[config.mk]
export PLATFORM = sky130hd
export DESIGN_NAME = pwc_timer
export DESIGN_NICKNAME = d
export VERILOG_FILES = /design/src/rtl/pwc_pkg.sv /design/src/rtl/pwc_edge.sv /design/src/rtl/pwc_core.sv /design/src/rtl/pwc_regs.sv /design/src/rtl/pwc_timer.sv
export SDC_FILE = /design/constraint.sdc
export NUM_CORES = 1
export LEC_CHECK = 0
export ABC_AREA = 1
export ABC_CLOCK_PERIOD_IN_PS = 1800
export CAP_MARGIN = 20
export CORE_MARGIN = 5
export CORE_UTILIZATION = 45
export DETAILED_ROUTE_END_ITERATION = 10
export GPL_TIMING_DRIVEN = 0
export PLACE_DENSITY_LB_ADDON = 0.1
export SLEW_MARGIN = 20
export SYNTH_ARGS = -nofsm -noshare
export SYNTH_HDL_FRONTEND = slang
export SYNTH_SLANG_ARGS = --single-unit
export TNS_END_PERCENT = 10
[constraint.sdc]
create_clock -name clk -period 1.8 [get_ports clk]
set_clock_uncertainty 0.15 [all_clocks]
set_input_delay 0.36 -clock clk [delete_from_list [all_inputs] [get_ports clk]]
set_output_delay 0.36 -clock clk [all_outputs]
set_load 0.1 [all_outputs]
[src/rtl/pwc_pkg.sv]
// Shared types and register layout for the pulse width capture timer.
package pwc_pkg;
    typedef enum logic [1:0] {
        ST_IDLE  = 2'd0,
        ST_WAIT  = 2'd1,
        ST_COUNT = 2'd2
    } pwc_state_e;

    localparam logic [1:0] A_CTRL = 2'd0;
    localparam logic [1:0] A_STAT = 2'd1;
    localparam logic [1:0] A_BUF  = 2'd2;
    localparam logic [1:0] A_CNT  = 2'd3;

    localparam int CTL_RUN  = 0;
    localparam int CTL_CONT = 1;
    localparam int CTL_ES   = 2;
    localparam int ES_W     = 3;

    localparam int SB_OVF    = 0;
    localparam int SB_END    = 2;
    localparam int SB_OVF_IE = 4;
    localparam int SB_END_IE = 6;

    localparam logic [ES_W-1:0] ES_HIGH = 3'd1;
    localparam logic [ES_W-1:0] ES_RISE = 3'd2;
    localparam logic [ES_W-1:0] ES_FALL = 3'd3;
    localparam logic [ES_W-1:0] ES_LOW  = 3'd4;
    localparam logic [ES_W-1:0] ES_ANY  = 3'd5;
endpackage

[src/rtl/pwc_edge.sv]
// Edge qualifier: turns the measurement input into start and end events.
// Assumes meas_in is already synchronized to clk.
module pwc_edge
    import pwc_pkg::*;
(
    input  logic            clk,
    input  logic            rst_n,
    input  logic            meas_in,
    input  logic [ES_W-1:0] esel,
    output logic            start_ev,
    output logic            end_ev
);
    logic prev_q;
    logic rise, fall;

    // Remember last input level for edge detection.
    always_ff @(posedge clk) begin
        if (!rst_n) prev_q <= 1'b0;
        else        prev_q <= meas_in;
    end

    assign rise = meas_in & ~prev_q;
    assign fall = ~meas_in & prev_q;

    // Map the edge-select code to window-open and window-close events.
    always_comb begin
        start_ev = 1'b0;
        end_ev   = 1'b0;
        case (esel)
            ES_HIGH: begin start_ev = rise;        end_ev = fall;        end
            ES_RISE: begin start_ev = rise;        end_ev = rise;        end
            ES_FALL: begin start_ev = fall;        end_ev = fall;        end
            ES_LOW:  begin start_ev = fall;        end_ev = rise;        end
            ES_ANY:  begin start_ev = rise | fall; end_ev = rise | fall; end
            default: begin start_ev = 1'b0;        end_ev = 1'b0;        end
        endcase
    end
endmodule

[src/rtl/pwc_core.sv]
// Measurement sequencer and counter. Decides state, counter and the
// one-cycle set/load strobes for the register block.
// Assumes restart and stop are never high together.
module pwc_core
    import pwc_pkg::*;
#(
    parameter int CW = 16
) (
    input  logic          clk,
    input  logic          rst_n,
    input  logic          tick,
    input  logic          start_ev,
    input  logic          end_ev,
    input  logic          restart,
    input  logic          stop,
    input  logic          cont,
    output pwc_state_e    state_q,
    output logic [CW-1:0] cnt_q,
    output logic          ovf_set,
    output logic          end_set,
    output logic          buf_ld
);
    localparam logic [CW-1:0] CNT_MAX = {CW{1'b1}};
    localparam logic [CW-1:0] CNT_ONE = CW'(1);

    pwc_state_e    state_d;
    logic [CW-1:0] cnt_d;

    // Next state, next count and event strobes, restart/stop first.
    always_comb begin
        state_d = state_q;
        cnt_d   = cnt_q;
        ovf_set = 1'b0;
        end_set = 1'b0;
        buf_ld  = 1'b0;
        if (stop) begin
            state_d = ST_IDLE;
        end else if (restart) begin
            if (state_q == ST_COUNT && end_ev) begin
                end_set = 1'b1;
                buf_ld  = cont;
            end
            if (cont && start_ev) begin
                state_d = ST_COUNT;
                cnt_d   = CNT_ONE;
            end else begin
                state_d = ST_WAIT;
                cnt_d   = '0;
            end
        end else begin
            case (state_q)
                ST_WAIT: begin
                    if (start_ev) begin
                        state_d = ST_COUNT;
                        cnt_d   = '0;
                    end
                end
                ST_COUNT: begin
                    if (end_ev) begin
                        end_set = 1'b1;
                        buf_ld  = 1'b1;
                        if (cont && start_ev) begin
                            cnt_d = '0;
                        end else begin
                            state_d = cont ? ST_WAIT : ST_IDLE;
                        end
                    end else if (tick) begin
                        cnt_d   = cnt_q + CNT_ONE;
                        ovf_set = (cnt_q == CNT_MAX);
                    end
                end
                default: ;
            endcase
        end
    end

    // State and counter registers.
    always_ff @(posedge clk) begin
        if (!rst_n) begin
            state_q <= ST_IDLE;
            cnt_q   <= '0;
        end else begin
            state_q <= state_d;
            cnt_q   <= cnt_d;
        end
    end
endmodule

[src/rtl/pwc_regs.sv]
// Bus register block: control, status flags with enables, result buffer,
// read mux and interrupt gating. A control write takes effect on the mode
// and edge select in the same cycle it arrives.
module pwc_regs
    import pwc_pkg::*;
#(
    parameter int CW = 16
) (
    input  logic            clk,
    input  logic            rst_n,
    input  logic            wr_en,
    input  logic [1:0]      addr,
    input  logic [CW-1:0]   wdata,
    input  pwc_state_e      state,
    input  logic [CW-1:0]   cnt,
    input  logic            ovf_set,
    input  logic            end_set,
    input  logic            buf_ld,
    output logic            restart,
    output logic            stop,
    output logic            cont,
    output logic [ES_W-1:0] esel,
    output logic [CW-1:0]   rdata,
    output logic [CW-1:0]   buf_q,
    output logic            ovf_fl,
    output logic            end_fl,
    output logic            irq_ovf,
    output logic            irq_end
);
    logic            cont_q;
    logic [ES_W-1:0] esel_q;
    logic            ovf_ie, end_ie;
    logic            wr_ctl, wr_st;

    assign wr_ctl  = wr_en && (addr == A_CTRL);
    assign wr_st   = wr_en && (addr == A_STAT);
    assign restart = wr_ctl && wdata[CTL_RUN];
    assign stop    = wr_ctl && !wdata[CTL_RUN];
    assign cont    = wr_ctl ? wdata[CTL_CONT] : cont_q;
    assign esel    = wr_ctl ? wdata[CTL_ES +: ES_W] : esel_q;

    // Control fields are captured on every control write.
    always_ff @(posedge clk) begin
        if (!rst_n) begin
            cont_q <= 1'b0;
            esel_q <= '0;
        end else if (wr_ctl) begin
            cont_q <= wdata[CTL_CONT];
            esel_q <= wdata[CTL_ES +: ES_W];
        end
    end

    // Status flags: hardware set beats write-zero clear; enables are plain.
    always_ff @(posedge clk) begin
        if (!rst_n) begin
            ovf_fl <= 1'b0;
            end_fl <= 1'b0;
            ovf_ie <= 1'b0;
            end_ie <= 1'b0;
        end else begin
            ovf_fl <= ovf_set | (ovf_fl & ~(wr_st & ~wdata[SB_OVF]));
            end_fl <= end_set | (end_fl & ~(wr_st & ~wdata[SB_END]));
            if (wr_st) begin
                ovf_ie <= wdata[SB_OVF_IE];
                end_ie <= wdata[SB_END_IE];
            end
        end
    end

    // Result buffer: loaded only by the sequencer, never by the bus.
    always_ff @(posedge clk) begin
        if (!rst_n)      buf_q <= '0;
        else if (buf_ld) buf_q <= cnt;
    end

    // Read multiplexer.
    always_comb begin
        rdata = '0;
        case (addr)
            A_CTRL: begin
                rdata[CTL_RUN]         = (state != ST_IDLE);
                rdata[CTL_CONT]        = cont_q;
                rdata[CTL_ES +: ES_W]  = esel_q;
            end
            A_STAT: begin
                rdata[SB_OVF]    = ovf_fl;
                rdata[SB_END]    = end_fl;
                rdata[SB_OVF_IE] = ovf_ie;
                rdata[SB_END_IE] = end_ie;
            end
            A_BUF:   rdata = buf_q;
            default: rdata = cnt;
        endcase
    end

    assign irq_ovf = ovf_fl & ovf_ie;
    assign irq_end = end_fl & end_ie;
endmodule

[src/rtl/pwc_timer.sv]
// Top of the pulse width capture timer: edge qualifier, sequencer and
// register block. Assumes tick comes from an external prescaler and that
// meas_in is synchronized.
module pwc_timer
    import pwc_pkg::*;
#(
    parameter int CW = 16
) (
    input  logic          clk,
    input  logic          rst_n,
    input  logic          wr_en,
    input  logic [1:0]    addr,
    input  logic [CW-1:0] wdata,
    output logic [CW-1:0] rdata,
    input  logic          tick,
    input  logic          meas_in,
    output logic          irq_ovf,
    output logic          irq_end
);
    logic            start_ev, end_ev;
    logic            restart, stop, cont;
    logic [ES_W-1:0] esel;
    pwc_state_e      state;
    logic [CW-1:0]   cnt;
    logic            ovf_set, end_set, buf_ld;
    logic [CW-1:0]   buf_q;
    logic            ovf_fl, end_fl;

    pwc_edge u_edge (
        .clk(clk), .rst_n(rst_n), .meas_in(meas_in), .esel(esel),
        .start_ev(start_ev), .end_ev(end_ev)
    );

    pwc_core #(.CW(CW)) u_core (
        .clk(clk), .rst_n(rst_n), .tick(tick),
        .start_ev(start_ev), .end_ev(end_ev),
        .restart(restart), .stop(stop), .cont(cont),
        .state_q(state), .cnt_q(cnt),
        .ovf_set(ovf_set), .end_set(end_set), .buf_ld(buf_ld)
    );

    pwc_regs #(.CW(CW)) u_regs (
        .clk(clk), .rst_n(rst_n), .wr_en(wr_en), .addr(addr), .wdata(wdata),
        .state(state), .cnt(cnt),
        .ovf_set(ovf_set), .end_set(end_set), .buf_ld(buf_ld),
        .restart(restart), .stop(stop), .cont(cont), .esel(esel),
        .rdata(rdata), .buf_q(buf_q), .ovf_fl(ovf_fl), .end_fl(end_fl),
        .irq_ovf(irq_ovf), .irq_end(irq_end)
    );
endmodule

==> results.txt <==
Reg area = 875.8 µm²
largest incremental delay on the critical path = 0.50 ns
Post-synth EDFFs = 0
initial drt markers = 213
Max Fclk = 517.3 MHz
worst endpoint required time = 1.85 ns
H-tree Lvls = 2
largest net degree at the start of global routing = 14
fill count = 463
first-pass GRT wire length = 14170 µm
Synth async-reset ratio = 0%
Worst Hold Path EP = u_edge.prev_q$_SDFF_PN0_
Multi-input gate area = 0.002061 mm²
top_reg_cell synth = dfxtp_1
Ports = 41
HP Class = in2reg
Synth Register Bits = 43
Post-DP HPWL = 5711 µm
Post-Route WL = 8783 µm
RePlAce Congestion = 0.8468
switch share = 43.58%
Clk network pwr share = 18.4%
WL per Instance = 15.38 µm
Core Region = 0.005921 mm²
largest area contributor in the netlist = dfxtp_1
final hold vios = 0
max_slew headroom = 64.17%
max-cap viol count = 0
Clock Pin Slew Worst Setup and Hold Paths = 0.08 ns
post-synthesis cell count = 438
Seq/Total Area, Yosys = 31.56%
Clock Latency Late Sink = 0.30 ns
Worst R2R End = u_core.cnt_q[2]$_SDFFE_PN0P_
die area = 0.007719 mm²
kind of critical path = in2reg
# diodes = 0
Post-Syn Area = 0.002728 mm²
initial antenna violation count = 0
FP Rows = 28
Finish-stage setup viols = 41
Starting Density = 46.07%
synth top area cells = dfxtp_1 (32%), nand2_1 (14%), inv_1 (11%)
CP max FO = 5
FF-to-FF path depth = 15
pwr dens = 903.5 mW/mm²
crit share post-route = 107.4%
Global Route met3 Usage = 4.798%
cell area after placement = 0.003381 mm²
failing checks = negative setup slack
commonest cells after routing, fill and taps aside = nand2_1 (78), inv_1 (71), dfxtp_1 (33)
met2 Use GR = 38.01%
clk sinks = 43
Pins Over Slew Limit = 0
vias in the first global route = 2960
cell repeated most along the worst path = nand2_1
global route overflow = 0
Global Route Usage Sum = 23.55%
proportion of netlist area held by the largest area contributor = 31.56%
FF-to-FF setup slack = -0.11 ns
FF-to-FF Start = u_regs.esel_q[1]$_SDFF_PN0_
sequential power share = 31.6%
final worst slack = -0.1331 ns
Netlist cell types = 34
RSZ-0062 raised after global routing = true
post-route cell area = 0.004243 mm²
Top delay family on crit path = simple AND/OR/NAND/NOR gates
detailed-route DRC error count = 0
critical path's slowest cell = clkdlybuf4s50_1
actual slew at the worst max-slew pin = 0.5374 ns
met1 Usage GRT = 31.74%
Synth-to-Final Area Change = 55.55%
HP Start = meas_in
DIE HEIGHT = 87.86 µm
via count = 3088
LEAKAGE = 0.001826 µW
Final ANT Viol Nets = 0
Psw = 1671 µW
Post-Syn Area per Cell = 6.227 µm²
commonest non-fill, non-tap cell in the layout = nand2_1
worst endpoint data arrival time = 1.99 ns
crit end category = flip-flop
CTS tree = built
DR pass1 iterations = 5
VDD IR max = 526.7 µV
chip width = 87.86 µm
setup tns final = -2.135 ns
share of layout cells above drive strength 1 = 35.69%
outcome = finished with violations
WP buf/inv = 4
clk buf depth = 2
pre-CTS WS = -1.592 ns
Synth Net Count = 467
CP Launch Type = input pin
Most Crowded Layer GR = met2
Buffers on Ports = 28
Syn. warnings = 0
Pwr Total = 3834 µW
final core utilization = 71.66%
worst hold stages = 3
CTS buffer count = 5
Critical Path, Cell by Cell = clkdlybuf4s50_1, nand2_4, inv_1, or2_2, nand2_2, inv_4, nand3_4, buf_6, nand2_1, nand2_1, nor2_1
Nets = 524
Int Pwr = 2163 µW
Vias/cell = 5.408
combinational power share = 50.0%
root buffer cell = clkbuf_8
min Tclk post-route = 1.933 ns
-- cell type report --
cell class                      instances  share of cell area, %
Multi-Input combinational cell        295                  48.57
Buffer                                 17                  3.922
Tap cell                               75                  2.212
Clock inverter                          1                 0.1769
Sequential cell                        43                  20.64
Clock buffer                            7                  2.271
Inverter                               85                  7.756
Timing Repair Buffer                   48                  14.45
-- metrics by stage --
step	hold slack, ns	instances
2_1_floorplan	0.2736	438
3_3_place_gp	0.2853	541
3_5_place_dp	0.2893	541
4_1_cts	0.2346	567
5_1_grt	0.1363	571
6_report	0.1220	571
-- worst register-to-register path, stage by stage, from the launching register on --
cell	delay, ns
dfxtp_1	0.36
inv_1	0.11
nand2_4	0.09
nand2_4	0.08
nand2_4	0.10
inv_2	0.04
nand2_2	0.07
nand2_2	0.06
nor2_4	0.18
nor2_4	0.05
nand2_4	0.08
nand3_4	0.10
buf_6	0.15
nand2_1	0.08
nand2_1	0.07
nor2_1	0.08
-- what timing repair did --
item                                    4_1_cts  5_1_grt
pin swaps                                    21       22
cloned                                        4        1
hold endpoints to repair                      0        0
hold buffers                                  0        0
gates resized for setup                     221       83
endpoints found under the setup margin       54       47
setup buffers                                14        3
-- metal layers --
layer	up-vias	share of wire, %
met4	0	1.8
met5	-	0
met3	21	6.4
li1	1516	-
met2	101	48
met1	1450	44
-- worst max path at each step --
stage	endpoint	slack, ns	startpoint	cells after the start
floorplan	u_core.cnt_q[14]$_SDFFE_PN0P_	-0.17	u_core.cnt_q[0]$_SDFFE_PN0P_	14
global route	u_core.cnt_q[6]$_SDFFE_PN0P_	-0.23	addr[0]	17
CTS	u_core.cnt_q[6]$_SDFFE_PN0P_	-0.08	addr[1]	17
global placement	rdata[0]	-1.57	addr[0]	6
detailed placement	rdata[2]	-1.59	addr[1]	5
finish	u_core.cnt_q[2]$_SDFFE_PN0P_	-0.13	wdata[0]	11
-- flip-flops by register name, summed over array words and instances, names as in the netlist --
register        count
u_core.cnt_q       16
u_regs.buf_q       16
u_regs.esel_q       3
u_core.state_q      2
u_edge.prev_q       1
u_regs.cont_q       1
u_regs.end_fl       1
u_regs.end_ie       1
u_regs.ovf_fl       1
u_regs.ovf_ie       1
-- kinds of logic (layout without fill, tap and decap cells) --
logic type                 count (synthesis)  count (layout)  share of synthesized area, %
DFF                                       43              43                         31.56
buffers and inverters                    102             158                         15.05
AOI/OAI and AO/OA                         69              69                         14.36
and+or+nand+nor                          216             218                         35.64
xor gates and xnor gates                   2               2                        0.6423
adders and majority gates                  6               6                         2.752
-- power groups by stage --
stage / Combinational (µW) / Sequential [µW] / Clock [µW]
after floorplan: 1160 / 1180 / 0
after global placement: 1430 / 1210 / 0
after detailed placement: 1450 / 1210 / 0
after CTS: 1730 / 1200 / 722
after global routing: 2070 / 1230 / 764
final: 1920 / 1210 / 706
-- cells in the mapped netlist, types with 2 or more instances --
master and instances:
nand2_1 104, inv_1 79, nor2_1 44, dfxtp_1 43, a21oi_1 25, nand4_1 24
nand3_1 23, o21ai_0 14, o21ai_1 11, o22ai_1 11, nand2_2 9, buf_2 6
clkbuf_1 6, ha_1 6, inv_2 6, o221ai_1 3, buf_6 2, nand3b_1 2
nor2_2 2, nor2_4 2, o2111ai_1 2, or2_2 2
(Power assumes the default switching activity.)
